$ cat src/rtl/uart_regwin_pkg.sv
package uart_regwin_pkg;

    localparam logic [2:0] ADR_DATA    = 3'd0;
    localparam logic [2:0] ADR_IEN     = 3'd1;
    localparam logic [2:0] ADR_IDENT   = 3'd2;
    localparam logic [2:0] ADR_LCTL    = 3'd3;
    localparam logic [2:0] ADR_MCTL    = 3'd4;
    localparam logic [2:0] ADR_LSTAT   = 3'd5;
    localparam logic [2:0] ADR_MSTAT   = 3'd6;
    localparam logic [2:0] ADR_SCRATCH = 3'd7;

    localparam int unsigned LCTL_DIV_BIT  = 7;
    localparam int unsigned MCTL_LOOP_BIT = 4;
    localparam int unsigned IEN_RXAV_BIT  = 0;
    localparam int unsigned IEN_TXE_BIT   = 1;

    localparam logic [3:0] IID_NONE = 4'b0001;
    localparam logic [3:0] IID_RXAV = 4'b0100;
    localparam logic [3:0] IID_TXE  = 4'b0010;

    localparam logic [7:0] LCTL_RESET  = 8'h03;
    localparam logic [7:0] LSTAT_FIXED = 8'h60;
    localparam logic [7:0] EMPTY_READ  = 8'hFF;

    typedef struct packed {
        logic [3:0] ien;
        logic [7:0] lctl;
        logic [7:0] mctl;
        logic [7:0] scratch;
        logic [7:0] div_lo;
        logic [7:0] div_hi;
        logic       data_rdy;
    } regs_t;

    typedef struct packed {
        logic [3:0] code;
        logic       irq;
    } iid_state_t;

    typedef struct packed {
        logic       valid;
        logic [7:0] data;
    } tx_state_t;

endpackage

$ cat src/rtl/uart_rxq.sv
module uart_rxq #(
    parameter int unsigned DEPTH  = 16,
    parameter int unsigned DW     = 8,
    parameter int unsigned CNT_W  = $clog2(DEPTH + 1)
) (
    input  logic             clk,
    input  logic             rst_n,
    input  logic             push,
    input  logic [DW-1:0]    push_data,
    input  logic             pop,
    output logic [DW-1:0]    head,
    output logic             empty,
    output logic             full,
    output logic [CNT_W-1:0] count
);
    localparam int unsigned AW = (DEPTH > 1) ? $clog2(DEPTH) : 1;

    typedef struct packed {
        logic [AW-1:0]    wr_ptr;
        logic [AW-1:0]    rd_ptr;
        logic [CNT_W-1:0] cnt;
    } ptr_state_t;

    ptr_state_t st_d, st_q;
    logic [DW-1:0] mem_q [DEPTH];

    function automatic logic [AW-1:0] ptr_inc(input logic [AW-1:0] p);
        return (p == AW'(DEPTH - 1)) ? '0 : p + AW'(1);
    endfunction

    assign empty = (st_q.cnt == '0);
    assign full  = (st_q.cnt == CNT_W'(DEPTH));
    assign count = st_q.cnt;
    assign head  = mem_q[st_q.rd_ptr];

    always_comb begin
        st_d = st_q;
        if (push) begin
            st_d.wr_ptr = ptr_inc(st_q.wr_ptr);
        end
        if (pop) begin
            st_d.rd_ptr = ptr_inc(st_q.rd_ptr);
        end
        case ({push, pop})
            2'b10:   st_d.cnt = st_q.cnt + CNT_W'(1);
            2'b01:   st_d.cnt = st_q.cnt - CNT_W'(1);
            default: st_d.cnt = st_q.cnt;
        endcase
    end

    always_ff @(posedge clk) begin
        if (!rst_n) begin
            st_q <= '0;
        end else begin
            st_q <= st_d;
        end
    end

    always_ff @(posedge clk) begin
        if (push) begin
            mem_q[st_q.wr_ptr] <= push_data;
        end
    end

    AST_NO_OVERFLOW: assert property (@(posedge clk) disable iff (!rst_n)
        full |-> !push);
    AST_NO_UNDERFLOW: assert property (@(posedge clk) disable iff (!rst_n)
        empty |-> !pop);
    AST_COUNT_BOUND: assert property (@(posedge clk) disable iff (!rst_n)
        st_q.cnt <= CNT_W'(DEPTH));

endmodule

$ cat src/rtl/uart_iid.sv
module uart_iid
    import uart_regwin_pkg::*;
(
    input  logic       clk,
    input  logic       rst_n,
    input  logic       rd_clr,
    input  logic       ev_rx,
    input  logic       ev_tx,
    output logic [3:0] code,
    output logic       irq
);
    iid_state_t st_d, st_q;

    always_comb begin
        st_d     = st_q;
        st_d.irq = ev_rx | ev_tx;
        if (rd_clr) begin
            st_d.code = IID_NONE;
        end
        if (ev_tx) begin
            st_d.code = IID_TXE;
        end
        if (ev_rx) begin
            st_d.code = IID_RXAV;
        end
    end

    always_ff @(posedge clk) begin
        if (!rst_n) begin
            st_q <= '{code: IID_NONE, irq: 1'b0};
        end else begin
            st_q <= st_d;
        end
    end

    assign code = st_q.code;
    assign irq  = st_q.irq;

    AST_IID_LEGAL: assert property (@(posedge clk) disable iff (!rst_n)
        (st_q.code == IID_NONE) || (st_q.code == IID_RXAV) || (st_q.code == IID_TXE));
    AST_IID_READ_CLEARS: assert property (@(posedge clk) disable iff (!rst_n)
        (rd_clr && !ev_rx && !ev_tx) |=> (code == IID_NONE));
    AST_IRQ_FOLLOWS_EVENT: assert property (@(posedge clk) disable iff (!rst_n)
        (ev_rx || ev_tx) |=> irq);
    AST_IRQ_NO_SPURIOUS: assert property (@(posedge clk) disable iff (!rst_n)
        (!ev_rx && !ev_tx) |=> !irq);

endmodule

$ cat src/rtl/uart_txhold.sv
module uart_txhold
    import uart_regwin_pkg::*;
(
    input  logic       clk,
    input  logic       rst_n,
    input  logic       load,
    input  logic [7:0] load_data,
    input  logic       tx_ready,
    output logic       tx_valid,
    output logic [7:0] tx_data
);
    tx_state_t st_d, st_q;

    always_comb begin
        st_d = st_q;
        if (load) begin
            st_d.valid = 1'b1;
            st_d.data  = load_data;
        end else if (tx_ready) begin
            st_d.valid = 1'b0;
        end
    end

    always_ff @(posedge clk) begin
        if (!rst_n) begin
            st_q <= '0;
        end else begin
            st_q <= st_d;
        end
    end

    assign tx_valid = st_q.valid;
    assign tx_data  = st_q.data;

    AST_TX_HELD: assert property (@(posedge clk) disable iff (!rst_n)
        (tx_valid && !tx_ready && !load) |=> (tx_valid && $stable(tx_data)));
    AST_TX_LOADS: assert property (@(posedge clk) disable iff (!rst_n)
        load |=> tx_valid);

endmodule

$ cat src/rtl/uart_regwin.sv
module uart_regwin
    import uart_regwin_pkg::*;
#(
    parameter int unsigned RXQ_DEPTH = 16
) (
    input  logic       clk,
    input  logic       rst_n,
    input  logic       host_sel,
    input  logic       host_wr,
    input  logic [2:0] host_addr,
    input  logic [7:0] host_wdata,
    output logic [7:0] host_rdata,
    input  logic       rx_valid,
    input  logic [7:0] rx_data,
    output logic       rx_ready,
    output logic       tx_valid,
    output logic [7:0] tx_data,
    input  logic       tx_ready,
    output logic       irq
);
    localparam int unsigned CNT_W = $clog2(RXQ_DEPTH + 1);

    regs_t regs_d, regs_q;

    logic             rd_acc, wr_acc;
    logic             div_mode, loop_mode;
    logic             data_wr, lb_wr, tx_wr, data_rd, ident_rd;
    logic             rx_take, lb_take, q_push, q_pop;
    logic [7:0]       q_push_data, q_head;
    logic             q_empty, q_full;
    logic [CNT_W-1:0] q_count;
    logic             ev_rx, ev_tx;
    logic [3:0]       iid_code;

    // access decode
    assign rd_acc    = host_sel & ~host_wr;
    assign wr_acc    = host_sel & host_wr;
    assign div_mode  = regs_q.lctl[LCTL_DIV_BIT];
    assign loop_mode = regs_q.mctl[MCTL_LOOP_BIT];
    assign data_wr   = wr_acc & (host_addr == ADR_DATA) & ~div_mode;
    assign lb_wr     = data_wr & loop_mode;
    assign tx_wr     = data_wr & ~loop_mode;
    assign data_rd   = rd_acc & (host_addr == ADR_DATA) & ~div_mode;
    assign ident_rd  = rd_acc & (host_addr == ADR_IDENT);

    // receive queue feed: loopback write owns the push port in its cycle
    assign rx_ready    = ~q_full & ~lb_wr;
    assign rx_take     = rx_valid & rx_ready;
    assign lb_take     = lb_wr & ~q_full;
    assign q_push      = rx_take | lb_take;
    assign q_push_data = lb_take ? host_wdata : rx_data;
    assign q_pop       = data_rd & ~q_empty;

    // interrupt events
    assign ev_rx = q_push & regs_q.ien[IEN_RXAV_BIT];
    assign ev_tx = tx_wr & regs_q.ien[IEN_TXE_BIT];

    uart_rxq #(
        .DEPTH (RXQ_DEPTH),
        .DW    (8),
        .CNT_W (CNT_W)
    ) i_rxq (
        .clk       (clk),
        .rst_n     (rst_n),
        .push      (q_push),
        .push_data (q_push_data),
        .pop       (q_pop),
        .head      (q_head),
        .empty     (q_empty),
        .full      (q_full),
        .count     (q_count)
    );

    uart_iid i_iid (
        .clk    (clk),
        .rst_n  (rst_n),
        .rd_clr (ident_rd),
        .ev_rx  (ev_rx),
        .ev_tx  (ev_tx),
        .code   (iid_code),
        .irq    (irq)
    );

    uart_txhold i_txhold (
        .clk       (clk),
        .rst_n     (rst_n),
        .load      (tx_wr),
        .load_data (host_wdata),
        .tx_ready  (tx_ready),
        .tx_valid  (tx_valid),
        .tx_data   (tx_data)
    );

    // next register state
    always_comb begin
        regs_d = regs_q;
        if (data_rd && (q_count <= CNT_W'(1))) begin
            regs_d.data_rdy = 1'b0;
        end
        if (q_push) begin
            regs_d.data_rdy = 1'b1;
        end
        if (wr_acc) begin
            case (host_addr)
                ADR_DATA: begin
                    if (div_mode) regs_d.div_lo = host_wdata;
                end
                ADR_IEN: begin
                    if (div_mode) regs_d.div_hi = host_wdata;
                    else          regs_d.ien    = host_wdata[3:0];
                end
                ADR_LCTL:    regs_d.lctl    = host_wdata;
                ADR_MCTL:    regs_d.mctl    = host_wdata;
                ADR_SCRATCH: regs_d.scratch = host_wdata;
                default: ;
            endcase
        end
    end

    always_ff @(posedge clk) begin
        if (!rst_n) begin
            regs_q <= '{ien: 4'h0, lctl: LCTL_RESET, mctl: 8'h00, scratch: 8'h00,
                        div_lo: 8'h00, div_hi: 8'h00, data_rdy: 1'b0};
        end else begin
            regs_q <= regs_d;
        end
    end

    // read mux
    always_comb begin
        case (host_addr)
            ADR_DATA:    host_rdata = div_mode ? regs_q.div_lo
                                               : (q_empty ? EMPTY_READ : q_head);
            ADR_IEN:     host_rdata = div_mode ? regs_q.div_hi : {4'h0, regs_q.ien};
            ADR_IDENT:   host_rdata = {4'h0, iid_code};
            ADR_LCTL:    host_rdata = regs_q.lctl;
            ADR_MCTL:    host_rdata = regs_q.mctl;
            ADR_LSTAT:   host_rdata = LSTAT_FIXED | {7'h00, regs_q.data_rdy};
            ADR_MSTAT:   host_rdata = 8'h00;
            default:     host_rdata = regs_q.scratch;
        endcase
    end

    AST_DR_MATCHES_QUEUE: assert property (@(posedge clk) disable iff (!rst_n)
        regs_q.data_rdy == !q_empty);
    AST_FULL_BLOCKS_RX: assert property (@(posedge clk) disable iff (!rst_n)
        q_full |-> !rx_ready);
    AST_LOOP_NO_TX: assert property (@(posedge clk) disable iff (!rst_n)
        (lb_wr && !tx_valid) |=> !tx_valid);
    AST_DIV_NO_POP: assert property (@(posedge clk) disable iff (!rst_n)
        (rd_acc && div_mode && !q_push) |=> $stable(q_count));

endmodule

$ cat config.mk
export PLATFORM = sky130hd
export DESIGN_NAME = uart_regwin
export DESIGN_NICKNAME = d
export VERILOG_FILES = /design/src/rtl/uart_regwin_pkg.sv /design/src/rtl/uart_rxq.sv /design/src/rtl/uart_iid.sv /design/src/rtl/uart_txhold.sv /design/src/rtl/uart_regwin.sv
export SDC_FILE = /design/constraint.sdc
export NUM_CORES = 1
export LEC_CHECK = 0
export BUFFER_PORTS_ARGS = -buffer_cell sky130_fd_sc_hd__buf_2
export CORE_MARGIN = 3
export CORE_UTILIZATION = 35
export CTS_BUF_LIST = sky130_fd_sc_hd__clkbuf_8
export DETAILED_ROUTE_END_ITERATION = 6
export PLACE_DENSITY = 0.58
export SLEW_MARGIN = 20
export SYNTH_ARGS = -nofsm -noshare
export SYNTH_HDL_FRONTEND = slang
export SYNTH_HIERARCHICAL = 1
export SYNTH_SLANG_ARGS = --single-unit
$ cat constraint.sdc
create_clock -name clk -period 3.65 [get_ports clk]
set_input_delay 0.5475 -clock clk [delete_from_list [all_inputs] [get_ports clk]]
set_output_delay 0.5475 -clock clk [all_outputs]
set_load 0.05 [all_outputs]
# Yosys cells after proc, flatten, opt, wreduce, memory -nomap -nowiden
# Memories as Yosys holds them, arrays and structs flattened. A register that Yosys moved wholly into a read port is not among the register bits.
# Cells that the tools add are included.
[op_classes] reduce_logical=15 order_cmp=1 n_addsub=4 n_bitwise=24 mux=19 n_eq_ne=12
[ops] op="8-bit case mux with 7 select lines" count=1
[ops] op="8-bit 2-to-1 mux" count=4
[ops] op="4-bit 2-to-1 mux" count=4
[ops] op="1-bit AND" count=15
[ops] op="3-bit == test, second input constant" count=4
[ops] op="5-bit case mux with 2 select lines" count=1
[ops] op="3-bit 2-to-1 mux" count=3
[ops] op="3-bit AND reduction" count=3
[ops] op="4-bit by 1-bit adder with 4-bit output, second input constant" count=2
[ops] op="4-bit == test, second input constant" count=2
[ops] op="2-bit nonzero test" count=4
[ops] op="1-bit inverter" count=7
[ops] op="3-bit by 2-bit == test with 1-bit output, second input constant" count=2
[ops] op="1-bit 2-to-1 mux" count=6
[ops] op="2-bit AND reduction" count=3
[ops] op="5-bit by 1-bit adder with 5-bit output, second input constant" count=1
[ops] op="5-bit == test, second input constant" count=1
[ops] op="5-bit by 1-bit <= comparator with 1-bit output, second input constant" count=1
[ops] op="5-bit logical NOT" count=1
[ops] op="5-bit by 1-bit subtractor with 5-bit output, second input constant" count=1
[ops] op="3-bit by 1-bit == test with 1-bit output, second input constant" count=1
[ops] op="3-bit logical NOT" count=1
[ops] op="3-bit nonzero test" count=1
[ops] op="2-bit by 1-bit == test with 1-bit output, second input constant" count=1
[ops] op="other kinds (4)" count=5
[word_totals] wordCells=91 input_bits=25 mem_count=1 regBits=71 ramBits=128
[mem_list] name="i_rxq.mem_q" depth=16 word_bits=8 rd=1 rd_ports_with_merged_regs=1 write_ports=1 line_no="uart_rxq.sv:25" rtl="logic [DW-1:0] mem_q [DEPTH];"

# Longest topological paths before layout
[logic_depth] word_depth=10 depth_mapped=13 ltp_nobuf=11

# Modules after synthesis
# Netlist, hierarchy kept.
[modules_own_cells] mod="uart_rxq" seq_area_each_um2=4184.0 instances=1 cells_each=322 area_per_inst_um2=5931.9
[modules_own_cells] mod="uart_regwin" seq_area_each_um2=900.9 instances=1 cells_each=314 area_per_inst_um2=2539.9
[modules_own_cells] mod="uart_txhold" seq_area_each_um2=180.2 instances=1 cells_each=28 area_per_inst_um2=335.3
[modules_own_cells] mod="uart_iid" seq_area_each_um2=80.1 instances=1 cells_each=14 area_per_inst_um2=150.1

# Least setup slack after synthesis
# Ideal clock, no wire load.
[synth_path] path_kind="input to register" from="input port host_addr[2]" to="register i_rxq.st_q, in the netlist i_rxq/count[4]" setup_time_ns=0.065 path_buffers=2 cell_stages=11 path_slack_ns=0.299 arrival_time_ns=3.286 cell_sequence="buf_4 -> or3_1 -> nor4_1 -> ha_1 -> buf_2 -> xor2_1 -> ha_1 -> o21ai_0 -> or3_1 -> a2111oi_2 -> nand4b_1"
[synth_via] word_cells_on_any_way=16 classes_between="eq/ne (2); mux (1); bitwise (11); reduce/logical (2)"
[synth_rtl] element="start: declaration" line_no="uart_regwin.sv:10" rtl="input logic [2:0] host_addr,"
[synth_rtl] element="3-bit logical NOT (*)" line_no="uart_regwin.sv:43" rtl="assign data_rd = rd_acc & (host_addr == ADR_DATA) & ~div_mode;"
[synth_rtl] element="1-bit AND (*) (2 in a row)" line_no="uart_regwin.sv:43"
[synth_rtl] element="1-bit AND (*)" line_no="uart_regwin.sv:52" rtl="assign q_pop = data_rd & ~q_empty;"
[synth_rtl] element="named net q_pop" line_no="uart_regwin.sv:28" rtl="logic rx_take, lb_take, q_push, q_pop;"
[synth_rtl] element="2-bit by 1-bit == test with 1-bit output or 2-bit == test (tied branches)" line_no="uart_rxq.sv:44" rtl="case ({push, pop})"
[synth_rtl] element="5-bit case mux with 2 select lines or 2-bit nonzero test (tied branches)"
[synth_rtl] element="end signal: assignment" line_no="uart_rxq.sv:55" rtl="st_q <= st_d;"
[synth_rtl] element="end: declaration" line_no="uart_rxq.sv:24" rtl="ptr_state_t st_d, st_q;"
# The timed path passes the listed nets; every way through them passes the cells marked *.
# A chain may end at the register's enable or synchronous reset.

==> results.sh <==
export IMPL_pre_cts_slack_ps=243
export IMPL_timing_rr_start="div_mode"
export IMPL_worst_setup_path_start_kind="register"
export IMPL_hold_class="primary input to register"
export IMPL_die_height_um=166
export IMPL_wl_um=22300
export IMPL_cts_made_buffers=37
export IMPL_rsz0062_at_grt="false"
export IMPL_diodes=0
export IMPL_r2r_end="i_rxq/count[4]"
export IMPL_required_ps=3100
export IMPL_ys_warn_count=6
export IMPL_vias_per_cell=5.39
export IMPL_max_vdd_ir_drop_mv=0.250
export IMPL_post_cts_buffers=0
export IMPL_slew_headroom_pct=30.4
export IMPL_hold_path_end="i_txhold/tx_valid"
export IMPL_cp_depth=8
export IMPL_drc_errors=0
export IMPL_pwr_share_clk_pct=41.5
export IMPL_max_stage_delay_ps=600
export IMPL_grt_max_degree=44
export IMPL_ios=44
export IMPL_hold_viol=0
export IMPL_crit_type="register to primary output"
export IMPL_swShare_pct=24.0
export IMPL_fin_crit_sh_pct=97.0
export IMPL_drt_pass1_iter_count=5
export IMPL_cts_path_max_buffers=3
export IMPL_worst_slack_ps=109
export IMPL_core_area_mm2=0.0247
export IMPL_power_density_mw_per_mm2=467
export IMPL_comb_power_share_pct=6.5
export IMPL_end_kind="primary output"
export IMPL_min_delay_start="tx_ready"
export IMPL_grt_pass1_vias=5867
export IMPL_synth_fp_nets=711
export IMPL_max_freq_ghz=0.282
export IMPL_worst_pin_slew_ps=1040
export IMPL_syn_cell_area_mm2=0.00895
export IMPL_rrSetupSlack_ps=430
export IMPL_cts_tree="built"
export IMPL_synth_avg_cell_area_um2=13.2
export IMPL_critical_path_max_fanout=16
export IMPL_worstPathCellList="buf_12 -> mux4_1 -> a22oi_1 -> nand2_1 -> or3_1 -> a32oi_2 -> o21ai_1 -> buf_2"
export IMPL_grt_overflow=0
export IMPL_power_mw=4.77
export IMPL_p_seq_share_pct=52.0
export IMPL_die_area_mm2=0.0275
export IMPL_die_width_um=166
export IMPL_grtUsageTotal_pct=16.1
export IMPL_dpl_hpwl_um=14000
export IMPL_gp_congestion=0.800
export IMPL_arrival_ps=2990
export IMPL_status="completed"
export IMPL_rows=57
export IMPL_cts_root_buffer_cell="clkbuf_8"
export IMPL_path_delay_family="compound AO/OA/AOI/OAI gates"
export IMPL_nets=764
export IMPL_path_buf_inv=2
export IMPL_final_area_mm2=0.0102
export IMPL_path_clk_slew_ps=60
export IMPL_cts_htree_levels=2
export IMPL_wl_per_cell_um=20.7
export IMPL_whs_path_depth=3
export IMPL_p_leak_nw=3.52
export IMPL_crit_slowest_cell="mux4_1"
export IMPL_power_switching_mw=1.15
export IMPL_dpl_cell_count=1014
export IMPL_ff2ff_path_depth=10
export IMPL_numClockSinks=203
export IMPL_area_delta_synth_final_pct=13.9
export IMPL_drive_gt1_share_pct=19.7
export IMPL_fin_tns_setup_ps=0
export IMPL_antenna_found_initial=0
export IMPL_setup_violations_final=0
export IMPL_clk_latency_ps=530
export IMPL_intPower_mw=3.62
export IMPL_layoutNonFillerInstCount=1077
export IMPL_grt_pass1_wl_um=34700
export IMPL_drtIter0Drc=600
export IMPL_vias=5808
export IMPL_drv_slew=0
export IMPL_maxCapViolations=0
export IMPL_io_buffers=43
export IMPL_drtAntennaViolNets=0
export IMPL_clock_skew_ps=28.9
export IMPL_syn_inst=677
export IMPL_initial_utilization_pct=36.2
export IMPL_fin_crit_ps=3540
export IMPL_placed_cell_area_mm2=0.00945
==> cell type report <==
class / count / area [um^2]
flip-flops and latches: 203 / 5350
well taps: 324 / 405
clock buffers: 39 / 537
fillers: 2298 / 14600
repair buffers: 62 / 408
clock inverters: 23 / 131
inverters: 9 / 33.8
multi-input cells: 417 / 3330
==> power by group through the flow <==
| stage | Sequential, mW | Combinational, mW | Clock, mW |
|---|---|---|---|
| 6_report | 2.48 | 0.310 | 1.98 |
| 5_1_grt | 2.48 | 0.335 | 2.15 |
| 4_1_cts | 2.48 | 0.306 | 2.04 |
| 3_5_place_dp | 2.53 | 0.303 | 0 |
| 3_3_place_gp | 2.53 | 0.301 | 0 |
| 2_1_floorplan | 2.53 | 0.187 | 0 |
==> through the flow <==
step,hold slack [ps],utilization (%)
2_1_floorplan,432,-
3_3_place_gp,442,38.2
3_5_place_dp,444,38.2
4_1_cts,299,41.0
5_1_grt,310,41.2
6_report,333,41.2
==> worst max-delay path by stage <==
stage	start	endpoint	slack, ps
detailed placement	host_addr[1]	i_rxq/count[4]	240
floorplan	host_addr[2]	i_rxq/count[4]	300
global placement	host_addr[1]	i_rxq/count[4]	320
finish	register	host_rdata[6]	110
global route	register	host_rdata[7]	20
CTS	register	host_rdata[7]	10
==> flip-flops by register name (all words and copies together) (netlist names), 3 cells and up, named ones only <==
name	count
i_iid/code	3
i_rxq/count	5
i_rxq/mem_q	128
i_rxq/st_q	8
i_txhold/tx_data	8
regs_q	43
==> repair_timing <==
action                                  in CTS  in global routing
gates resized for setup                      1                  7
cloned                                       1                  0
hold buffers                                 0                  0
endpoints found under the setup margin       3                  5
==> worst register-to-register path: cells and delay by family, from the launching register on <==
kind,cells,cell delay [ps]
AND/OR/NAND/NOR,4,1430
adder cells (fa/ha/maj),2,660
AO/OA/AOI/OAI,2,370
flip-flops,1,310
XOR/XNOR,1,200
buffers and inverters,1,190
==> placed cells by master, fill, tap and decap left out, types with 9 or more instances in the layout <==
cell	count
buf_2	43
mux4_1	16
nand3_1	40
dfxtp_1	74
mux2i_1	24
nor2b_1	20
o21ai_0	22
a21oi_1	41
nor2_1	17
clkbuf_8	39
mux4_2	16
and2_1	20
inv_1	22
buf_4	16
nand2_1	44
ha_1	9
nand2b_1	11
o21ai_1	19
edfxtp_1	128
a22oi_1	16
==> routing by layer <==
metal  vias to the layer above  routed length (um)  global-route usage [%]
met1                      2870               10300                    23.2
met4                         0                 618                    5.35
met5                         -                   0                       0
met3                        48                1190                    3.14
li1                       2700                   -                       -
met2                       190               10200                    24.7
Note: power is estimated with default switching activity, not from simulation.
